===== src/rtl/xcap_pkg.sv =====
`timescale 1ns/100ps
package xcap_pkg;
    localparam int RN_W      = 5;
    localparam int BE_W      = 4;
    localparam int TX_VALID  = 0;
    localparam int TX_WRITE  = 1;
    localparam int TX_BE_LO  = 2;
    localparam int TX_REG_LO = TX_BE_LO + BE_W;
    localparam int TX_SIGNED = TX_REG_LO + RN_W;
    localparam int TX_BORD   = TX_SIGNED + 1;
    localparam int TX_SUPER  = TX_BORD + 1;
    localparam int TX_FIRST  = TX_SUPER + 1;
    localparam int SEL_W     = 3;

    typedef enum logic [1:0] {
        SZ_BYTE   = 2'd0,
        SZ_HALF   = 2'd1,
        SZ_WORD   = 2'd2,
        SZ_DOUBLE = 2'd3
    } acc_size_e;

    typedef enum logic [2:0] {
        ST_IDLE,
        ST_FILL_LO,
        ST_FILL_HI,
        ST_FINISH,
        ST_REJECT
    } seq_state_e;

    typedef struct packed {
        logic            store;
        acc_size_e       size;
        logic            sgn;
        logic            le;
        logic [RN_W-1:0] dreg;
        logic            sup;
        logic            usr;
    } acc_ctl_t;
endpackage


===== src/rtl/xcap_lane_dec.sv =====
`timescale 1ns/100ps
module xcap_lane_dec
    import xcap_pkg::*;
#(
    parameter int LANES = 4
) (
    input  acc_size_e                    size,
    input  logic [$clog2(LANES)-1:0]     offset,
    output logic [LANES-1:0]             lanes
);
    localparam int OFW = $clog2(LANES);
    localparam logic [LANES-1:0] ONE_LANE = LANES'(1);
    localparam logic [LANES-1:0] TWO_LANE = LANES'(3);

    logic [OFW-1:0] half_off;

    always_comb begin
        half_off = offset & ~OFW'(1);
        unique case (size)
            SZ_BYTE:  lanes = ONE_LANE << (OFW'(LANES - 1) - offset);
            SZ_HALF:  lanes = TWO_LANE << (OFW'(LANES - 2) - half_off);
            default:  lanes = '1;
        endcase
    end
endmodule


===== src/rtl/xcap_desc_build.sv =====
`timescale 1ns/100ps
module xcap_desc_build
    import xcap_pkg::*;
#(
    parameter int DW = 32
) (
    input  acc_ctl_t          ctl,
    input  logic [BE_W-1:0]   lanes,
    input  logic [DW-1:0]     addr,
    input  logic [DW-1:0]     wdata_a,
    input  logic [DW-1:0]     wdata_b,
    output logic [DW-1:0]     txn_lo,
    output logic [DW-1:0]     txn_hi,
    output logic [DW-1:0]     adr_lo,
    output logic [DW-1:0]     adr_hi,
    output logic [DW-1:0]     dat_lo,
    output logic [DW-1:0]     dat_hi
);
    localparam logic [DW-1:0] WORD_BYTES = DW'(DW / 8);
    localparam int            ALIGN_W    = $clog2(DW / 8);

    logic [DW-1:0] base;
    logic          is_load;
    logic          is_pair;

    always_comb begin
        is_load = !ctl.store;
        is_pair = (ctl.size == SZ_DOUBLE);

        base                         = '0;
        base[TX_VALID]               = 1'b1;
        base[TX_WRITE]               = ctl.store;
        base[TX_BE_LO +: BE_W]       = lanes;
        base[TX_REG_LO +: RN_W]      = is_load ? ctl.dreg : '0;
        base[TX_SIGNED]              = is_load && ctl.sgn;
        base[TX_BORD]                = ctl.le;
        base[TX_SUPER]               = ctl.sup && !ctl.usr;

        txn_lo                       = base;
        txn_lo[TX_FIRST]             = is_pair;

        txn_hi                       = base;
        if (is_load)
            txn_hi[TX_REG_LO +: RN_W] = ctl.dreg + RN_W'(1);

        adr_lo                       = {addr[DW-1:ALIGN_W], {ALIGN_W{1'b0}}};
        adr_hi                       = adr_lo + WORD_BYTES;
        dat_lo                       = ctl.store ? wdata_a : '0;
        dat_hi                       = wdata_b;
    end
endmodule


===== src/rtl/xcap_seq.sv =====
`timescale 1ns/100ps
module xcap_seq
    import xcap_pkg::*;
(
    input  logic clk,
    input  logic rst_n,
    input  logic req_valid,
    input  logic bad_req,
    input  logic is_pair,
    input  logic priv_bad,
    output logic req_ready,
    output logic capture,
    output logic wr_lo,
    output logic wr_hi,
    output logic acc_done,
    output logic fin_ok,
    output logic priv_viol,
    output logic int_err
);
    seq_state_e state_q;
    seq_state_e state_d;
    logic       err_q;

    always_ff @(posedge clk) begin
        if (!rst_n) begin
            state_q <= ST_IDLE;
            err_q   <= 1'b0;
        end else begin
            state_q <= state_d;
            if (state_q == ST_IDLE && req_valid && bad_req)
                err_q <= 1'b1;
        end
    end

    always_comb begin
        state_d   = state_q;
        req_ready = 1'b0;
        capture   = 1'b0;
        wr_lo     = 1'b0;
        wr_hi     = 1'b0;
        acc_done  = 1'b0;
        fin_ok    = 1'b0;
        priv_viol = 1'b0;
        unique case (state_q)
            ST_IDLE: begin
                req_ready = 1'b1;
                if (req_valid) begin
                    capture = 1'b1;
                    state_d = bad_req ? ST_REJECT : ST_FILL_LO;
                end
            end
            ST_FILL_LO: begin
                wr_lo   = 1'b1;
                state_d = is_pair ? ST_FILL_HI : ST_FINISH;
            end
            ST_FILL_HI: begin
                wr_hi   = 1'b1;
                state_d = ST_FINISH;
            end
            ST_FINISH: begin
                acc_done  = 1'b1;
                fin_ok    = 1'b1;
                priv_viol = priv_bad;
                state_d   = ST_IDLE;
            end
            ST_REJECT: begin
                acc_done = 1'b1;
                state_d  = ST_IDLE;
            end
            default: state_d = ST_IDLE;
        endcase
    end

    assign int_err = err_q;
endmodule


===== src/rtl/xcap_regs.sv =====
`timescale 1ns/100ps
module xcap_regs
    import xcap_pkg::*;
#(
    parameter int DW = 32
) (
    input  logic             clk,
    input  logic             rst_n,
    input  logic             wr_lo,
    input  logic             wr_hi,
    input  logic             wr_dhi,
    input  logic [DW-1:0]    txn_lo_in,
    input  logic [DW-1:0]    adr_lo_in,
    input  logic [DW-1:0]    dat_lo_in,
    input  logic [DW-1:0]    txn_hi_in,
    input  logic [DW-1:0]    adr_hi_in,
    input  logic [DW-1:0]    dat_hi_in,
    input  logic [SEL_W-1:0] rd_sel,
    output logic [DW-1:0]    rd_data,
    output logic [DW-1:0]    txn_lo,
    output logic [DW-1:0]    adr_lo,
    output logic [DW-1:0]    txn_hi,
    output logic [DW-1:0]    adr_hi
);
    logic [DW-1:0] dat_lo;
    logic [DW-1:0] dat_hi;

    always_ff @(posedge clk) begin
        if (!rst_n) begin
            txn_lo <= '0;
            adr_lo <= '0;
            dat_lo <= '0;
            txn_hi <= '0;
            adr_hi <= '0;
            dat_hi <= '0;
        end else begin
            if (wr_lo) begin
                txn_lo <= txn_lo_in;
                adr_lo <= adr_lo_in;
                dat_lo <= dat_lo_in;
                txn_hi <= '0;
            end
            if (wr_hi) begin
                txn_hi <= txn_hi_in;
                adr_hi <= adr_hi_in;
            end
            if (wr_dhi)
                dat_hi <= dat_hi_in;
        end
    end

    always_comb begin
        unique case (rd_sel)
            3'd0:    rd_data = txn_lo;
            3'd1:    rd_data = adr_lo;
            3'd2:    rd_data = dat_lo;
            3'd3:    rd_data = txn_hi;
            3'd4:    rd_data = adr_hi;
            3'd5:    rd_data = dat_hi;
            default: rd_data = '0;
        endcase
    end
endmodule


===== src/rtl/xcap_unit.sv =====
`timescale 1ns/100ps
module xcap_unit
    import xcap_pkg::*;
#(
    parameter int DW = 32
) (
    input  logic             clk,
    input  logic             rst_n,
    input  logic             req_valid,
    output logic             req_ready,
    input  logic             req_store,
    input  logic [1:0]       req_size,
    input  logic             req_signed,
    input  logic             req_le,
    input  logic [RN_W-1:0]  req_dreg,
    input  logic             req_super,
    input  logic             req_user,
    input  logic [DW-1:0]    req_addr,
    input  logic [DW-1:0]    req_wdata_a,
    input  logic [DW-1:0]    req_wdata_b,
    output logic             acc_done,
    output logic             priv_viol,
    output logic             int_err,
    input  logic [SEL_W-1:0] rd_sel,
    output logic [DW-1:0]    rd_data
);
    localparam int LANES = DW / 8;
    localparam int OFW   = $clog2(LANES);

    acc_ctl_t      hold_ctl;
    logic [DW-1:0] hold_addr;
    logic [DW-1:0] hold_wa;
    logic [DW-1:0] hold_wb;

    logic          bad_req;
    logic          capture;
    logic          wr_lo;
    logic          wr_hi;
    logic          fin_ok;
    logic [LANES-1:0] lanes;

    logic [DW-1:0] nt_lo, nt_hi, na_lo, na_hi, nd_lo, nd_hi;
    logic [DW-1:0] t_lo_w, a_lo_w, t_hi_w, a_hi_w;

    // A load needs a legal destination; a pair load also needs the next one.
    always_comb begin
        bad_req = !req_store &&
                  ((req_dreg == '0) ||
                   (acc_size_e'(req_size) == SZ_DOUBLE && req_dreg == '1));
    end

    always_ff @(posedge clk) begin
        if (!rst_n) begin
            hold_ctl  <= '0;
            hold_addr <= '0;
            hold_wa   <= '0;
            hold_wb   <= '0;
        end else if (capture) begin
            hold_ctl.store <= req_store;
            hold_ctl.size  <= acc_size_e'(req_size);
            hold_ctl.sgn   <= req_signed;
            hold_ctl.le    <= req_le;
            hold_ctl.dreg  <= req_dreg;
            hold_ctl.sup   <= req_super;
            hold_ctl.usr   <= req_user;
            hold_addr      <= req_addr;
            hold_wa        <= req_wdata_a;
            hold_wb        <= req_wdata_b;
        end
    end

    xcap_seq u_seq (
        .clk       (clk),
        .rst_n     (rst_n),
        .req_valid (req_valid),
        .bad_req   (bad_req),
        .is_pair   (hold_ctl.size == SZ_DOUBLE),
        .priv_bad  (hold_ctl.usr && !hold_ctl.sup),
        .req_ready (req_ready),
        .capture   (capture),
        .wr_lo     (wr_lo),
        .wr_hi     (wr_hi),
        .acc_done  (acc_done),
        .fin_ok    (fin_ok),
        .priv_viol (priv_viol),
        .int_err   (int_err)
    );

    xcap_lane_dec #(.LANES(LANES)) u_lanes (
        .size   (hold_ctl.size),
        .offset (hold_addr[OFW-1:0]),
        .lanes  (lanes)
    );

    xcap_desc_build #(.DW(DW)) u_build (
        .ctl     (hold_ctl),
        .lanes   (lanes[BE_W-1:0]),
        .addr    (hold_addr),
        .wdata_a (hold_wa),
        .wdata_b (hold_wb),
        .txn_lo  (nt_lo),
        .txn_hi  (nt_hi),
        .adr_lo  (na_lo),
        .adr_hi  (na_hi),
        .dat_lo  (nd_lo),
        .dat_hi  (nd_hi)
    );

    xcap_regs #(.DW(DW)) u_regs (
        .clk       (clk),
        .rst_n     (rst_n),
        .wr_lo     (wr_lo),
        .wr_hi     (wr_hi),
        .wr_dhi    (wr_hi && hold_ctl.store),
        .txn_lo_in (nt_lo),
        .adr_lo_in (na_lo),
        .dat_lo_in (nd_lo),
        .txn_hi_in (nt_hi),
        .adr_hi_in (na_hi),
        .dat_hi_in (nd_hi),
        .rd_sel    (rd_sel),
        .rd_data   (rd_data),
        .txn_lo    (t_lo_w),
        .adr_lo    (a_lo_w),
        .txn_hi    (t_hi_w),
        .adr_hi    (a_hi_w)
    );
endmodule


===== config.mk =====
export PLATFORM = sky130hd
export DESIGN_NAME = xcap_unit
export DESIGN_NICKNAME = d
export VERILOG_FILES = /design/src/rtl/xcap_pkg.sv /design/src/rtl/xcap_lane_dec.sv /design/src/rtl/xcap_desc_build.sv /design/src/rtl/xcap_seq.sv /design/src/rtl/xcap_regs.sv /design/src/rtl/xcap_unit.sv
export SDC_FILE = /design/constraint.sdc
export NUM_CORES = 1
export LEC_CHECK = 0
export BUFFER_PORTS_ARGS = -buffer_cell sky130_fd_sc_hd__buf_2
export CORE_ASPECT_RATIO = 1.5
export CORE_MARGIN = 2
export CORE_UTILIZATION = 57
export DETAILED_ROUTE_END_ITERATION = 16
export PLACE_DENSITY = 0.78
export SYNTH_ARGS = -nofsm -noshare
export SYNTH_HDL_FRONTEND = slang
export SYNTH_SLANG_ARGS = --single-unit

===== constraint.sdc =====
create_clock -name clk -period 2.25 [get_ports clk]
set_input_delay 0.1125 -clock clk [delete_from_list [all_inputs] [get_ports clk]]
set_output_delay 0.1125 -clock clk [all_outputs]
set_load 0.05 [all_outputs]

==> results.sh <==
export IMPL_hold_path_class="in -> reg"
export IMPL_postCtsSetupRepairBufs=0
export IMPL_dp_hpwl_um=21070
export IMPL_rsz0062_at_grt="false"
export IMPL_crit_path_max_fanout=7
export IMPL_met3WireLength_um=1491
export IMPL_regArea_um2=5305
export IMPL_setup_slack_ns=0.2506
export IMPL_clock_latency_ns=0.52
export IMPL_run_status="finished with violations"
export IMPL_portBuffers=149
export IMPL_power_density_nw_per_um2=987.9
export IMPL_reg2reg_depth=6
export IMPL_drive_gt1_frac=0.1669
export IMPL_timing_final_crit_share=0.8886
export IMPL_setup_tns_ns=0
export IMPL_p_leak_uw=0.005263
export IMPL_die_height_um=172.6
export IMPL_multi_input_area_um2=5035
export IMPL_crit_required_ns=2.65
export IMPL_place_area_um2=11780
export IMPL_fin_worst_skew_ns=0.01932
export IMPL_critPathArrivalTime_ns=2.40
export IMPL_whs_ns=-0.008602
export IMPL_wl_met1_um=11870
export IMPL_antenna_found_initial=0
export IMPL_cts_tree="yes"
export IMPL_worstMarginPinSlew_ns=0.5450
export IMPL_final_hold_viol_count=1
export IMPL_viasPerCell=5.781
export IMPL_syn_area_um2=10800
export IMPL_synth_fp_nets=1433
export IMPL_fp_dieArea_um2=20090
export IMPL_setup_violations=0
export IMPL_synthCells=1317
export IMPL_numClockSinks=265
export IMPL_synth_area_per_cell_um2=8.203
export IMPL_drt_iter0_markers=941
export IMPL_gp_congestion=0.9433
export IMPL_synth_seq_cells=265
export IMPL_htreeDepth=1
export IMPL_reg2reg_to="u_regs.adr_hi[30]"
export IMPL_wl_met2_um=17290
export IMPL_drt_first_pass_iters=7
export IMPL_wire_per_inst_um=18.30
export IMPL_vias=10430
export IMPL_slowest_stage="or3_1"
export IMPL_max_stage_delay_ns=0.55
export IMPL_design_area_um2=13710
export IMPL_whs_path_depth=3
export IMPL_start_kind="flop"
export IMPL_fmax_mhz=500.2
export IMPL_cap_violations=0
export IMPL_crit_chain="ha_1 > nand3_1 > or3_1 > nor3_1 > xnor2_1 > a21oi_1"
export IMPL_io_pins=150
export IMPL_yosysUniqueCellTypes=49
export IMPL_fillers=1317
export IMPL_initial_core_util=0.5825
export IMPL_critPathCaptureType="flop"
export IMPL_ant_nets=0
export IMPL_routed_wl_um=33030
export IMPL_reg2reg_from="hold_addr[2]"
export IMPL_grt_overflow=0
export IMPL_grt_pass1_vias=10090
export IMPL_final_nets=1650
export IMPL_worstSetupPathType="reg -> reg"
export IMPL_core_um2=18550
export IMPL_ys_warn_count=0
export IMPL_synth_main_ff_cell="dfxtp_1"
export IMPL_critPathBufInv=0
export IMPL_layout_common_cells="374 x nand2_1, 265 x dfxtp_1, 218 x a21oi_1, 149 x buf_2, 108 x dlygate4sd3_1"
export IMPL_relSlewSlack=0.6366
export IMPL_ir_drop_mv=0.7017
export IMPL_topRoutingLayerUsed="met4"
export IMPL_min_from="req_valid"
export IMPL_failed_checks="hold timing"
export IMPL_cts_buffer_depth=3
export IMPL_grt_start_max_net_pins=85
export IMPL_slew_viol_final=0
export IMPL_layout_min_cycle_time_ns=1.999
export IMPL_synthToLayoutAreaGrowth_pct=26.93
export IMPL_holdPathEnd="u_seq.state_q[0]"
export IMPL_r2r_slack_ns=0.25
export IMPL_cts_made_buffers=24
export IMPL_grt_usage=0.3204
export IMPL_clkSlewWorstSetupHoldPaths_ns=0.07
export IMPL_ys_seq_area_frac=0.4911
export IMPL_fp_dieW_um=116.4
export IMPL_cts_root_buf="clkbuf_16"
export IMPL_rows=61
export IMPL_synth_edff_count=0
export IMPL_grt_pass1_wl_um=50750
export IMPL_layout_commonest_cell="nand2_1"
export IMPL_critical_path_top_delay_family="simple AND/OR/NAND/NOR gates"
export IMPL_async_flop_share=0
export IMPL_pre_cts_slack_ns=0.2899
export IMPL_drc_errors=0
==> cell usage after synthesis (2+ instances only) <==
cell       count  share of area
and4_1         4         0.0032
nand2_1      375           0.13
a32oi_1        2         0.0016
and3_1         3         0.0017
buf_4         10         0.0069
nor4_1         2         0.0012
mux2_2        11          0.011
mux2i_1       30          0.028
o221ai_1       5         0.0041
and2_1         3         0.0017
xnor2_1       21          0.017
a22o_1        33          0.027
dfxtp_1      265           0.49
a21oi_1      218           0.10
a22oi_1       36          0.025
ha_1           2         0.0023
buf_1          6         0.0021
xor2_1        11         0.0089
nor2b_1       12         0.0069
nor3_2         5         0.0046
clkbuf_1      65          0.023
nand2b_1       3         0.0017
a2bb2oi_1      2         0.0016
o22ai_1       23          0.013
nand4_1        7         0.0041
buf_6          2         0.0021
nor3_1         9         0.0042
nor2_1        53          0.018
a211oi_1       8         0.0056
buf_2         20         0.0093
o21ai_0       28          0.013
or3_1          2         0.0012
inv_1          6         0.0021
nand3_1       20         0.0093
==> tightest hold or removal path: stages <==
cell      delay (ns)
buf_2           0.12
nand2b_1        0.11
o311a_1         0.15
==> repair_timing <==
item | 4_1_cts | 5_1_grt
endpoints found under the hold margin | 108 | 0
endpoints found under the setup margin | 0 | 0
resized for setup | 0 | 0
hold buffers | 108 | 0
==> area by class of cell <==
type                    instances  area share
multi-input cells             941      0.3672
clock buffers                  35     0.05274
flip-flops and latches        265      0.3869
inverters                       7    0.002281
well taps                     252     0.02299
clock inverters                 9    0.009125
diodes                          1   0.0001825
repair buffers                295      0.1586
==> power breakdown <==
part | switching, µW | internal [µW] | total [µW] | leakage (µW)
sequential | 592 | 5350 | 5940 | 0.00216
clock | 1770 | 2580 | 4340 | 0.000414
combinational | 2120 | 1140 | 3260 | 0.00269
==> metal layers <==
layer  vias to the layer above  track usage
li1                       4939            -
met1                      4951       0.3491
met2                       411       0.5790
met3                       133      0.03225
met4                         0       0.1974
met5                         -            0
==> how the worst max path moves through the flow <==
stage | depth (start not counted) | slack (ns) | end | start
floorplan | 7 | 0.06 | hold_wb[14] | u_seq.state_q[2]
global placement | 6 | 0.32 | u_regs.adr_hi[30] | hold_addr[2]
detailed placement | 6 | 0.29 | u_regs.adr_hi[30] | hold_addr[2]
CTS | 6 | 0.27 | u_regs.adr_hi[30] | hold_addr[2]
global route | 6 | 0.1 | u_regs.adr_hi[30] | hold_addr[2]
finish | 6 | 0.25 | u_regs.adr_hi[30] | hold_addr[2]
==> state kept, by name, summed over array words and instances, names as in the netlist <==
| signal | cells |
|---|---|
| hold_addr | 32 |
| u_seq.int_err | 1 |
| hold_wa | 32 |
| u_seq.state_q | 3 |
| u_regs.dat_hi | 32 |
| hold_wb | 32 |
| u_regs.adr_lo | 30 |
| u_regs.dat_lo | 32 |
| hold_ctl | 12 |
| u_regs.adr_hi | 30 |
| u_regs.txn_lo | 15 |
| u_regs.txn_hi | 14 |
==> through the flow <==
| step | total power (µW) | utilization | instances |
|---|---|---|---|
| floorplan | 8030 | - | 1317 |
| global placement | 8978 | 0.6352 | 1652 |
| detailed placement | 9055 | 0.6352 | 1652 |
| CTS | 13490 | 0.7392 | 1804 |
| global route | 14110 | 0.7392 | 1804 |
| finish | 13550 | 0.7393 | 1805 |
==> kinds of logic (layout without fill, tap and decap cells) <==
| kind of cell | after synthesis | in the layout | synth area share |
|---|---|---|---|
| other | 0 | 1 | 0 |
| DFF | 265 | 265 | 0.4911 |
| xor gates and xnor gates | 32 | 32 | 0.02594 |
| and+or+nand+nor | 506 | 506 | 0.1981 |
| muxes | 42 | 42 | 0.04135 |
| AOI/OAI and AO/OA | 359 | 359 | 0.1954 |
| buffers and inverters | 111 | 346 | 0.04586 |
| adders and majority gates | 2 | 2 | 0.002316 |
Power figures use the tool's default switching activity.
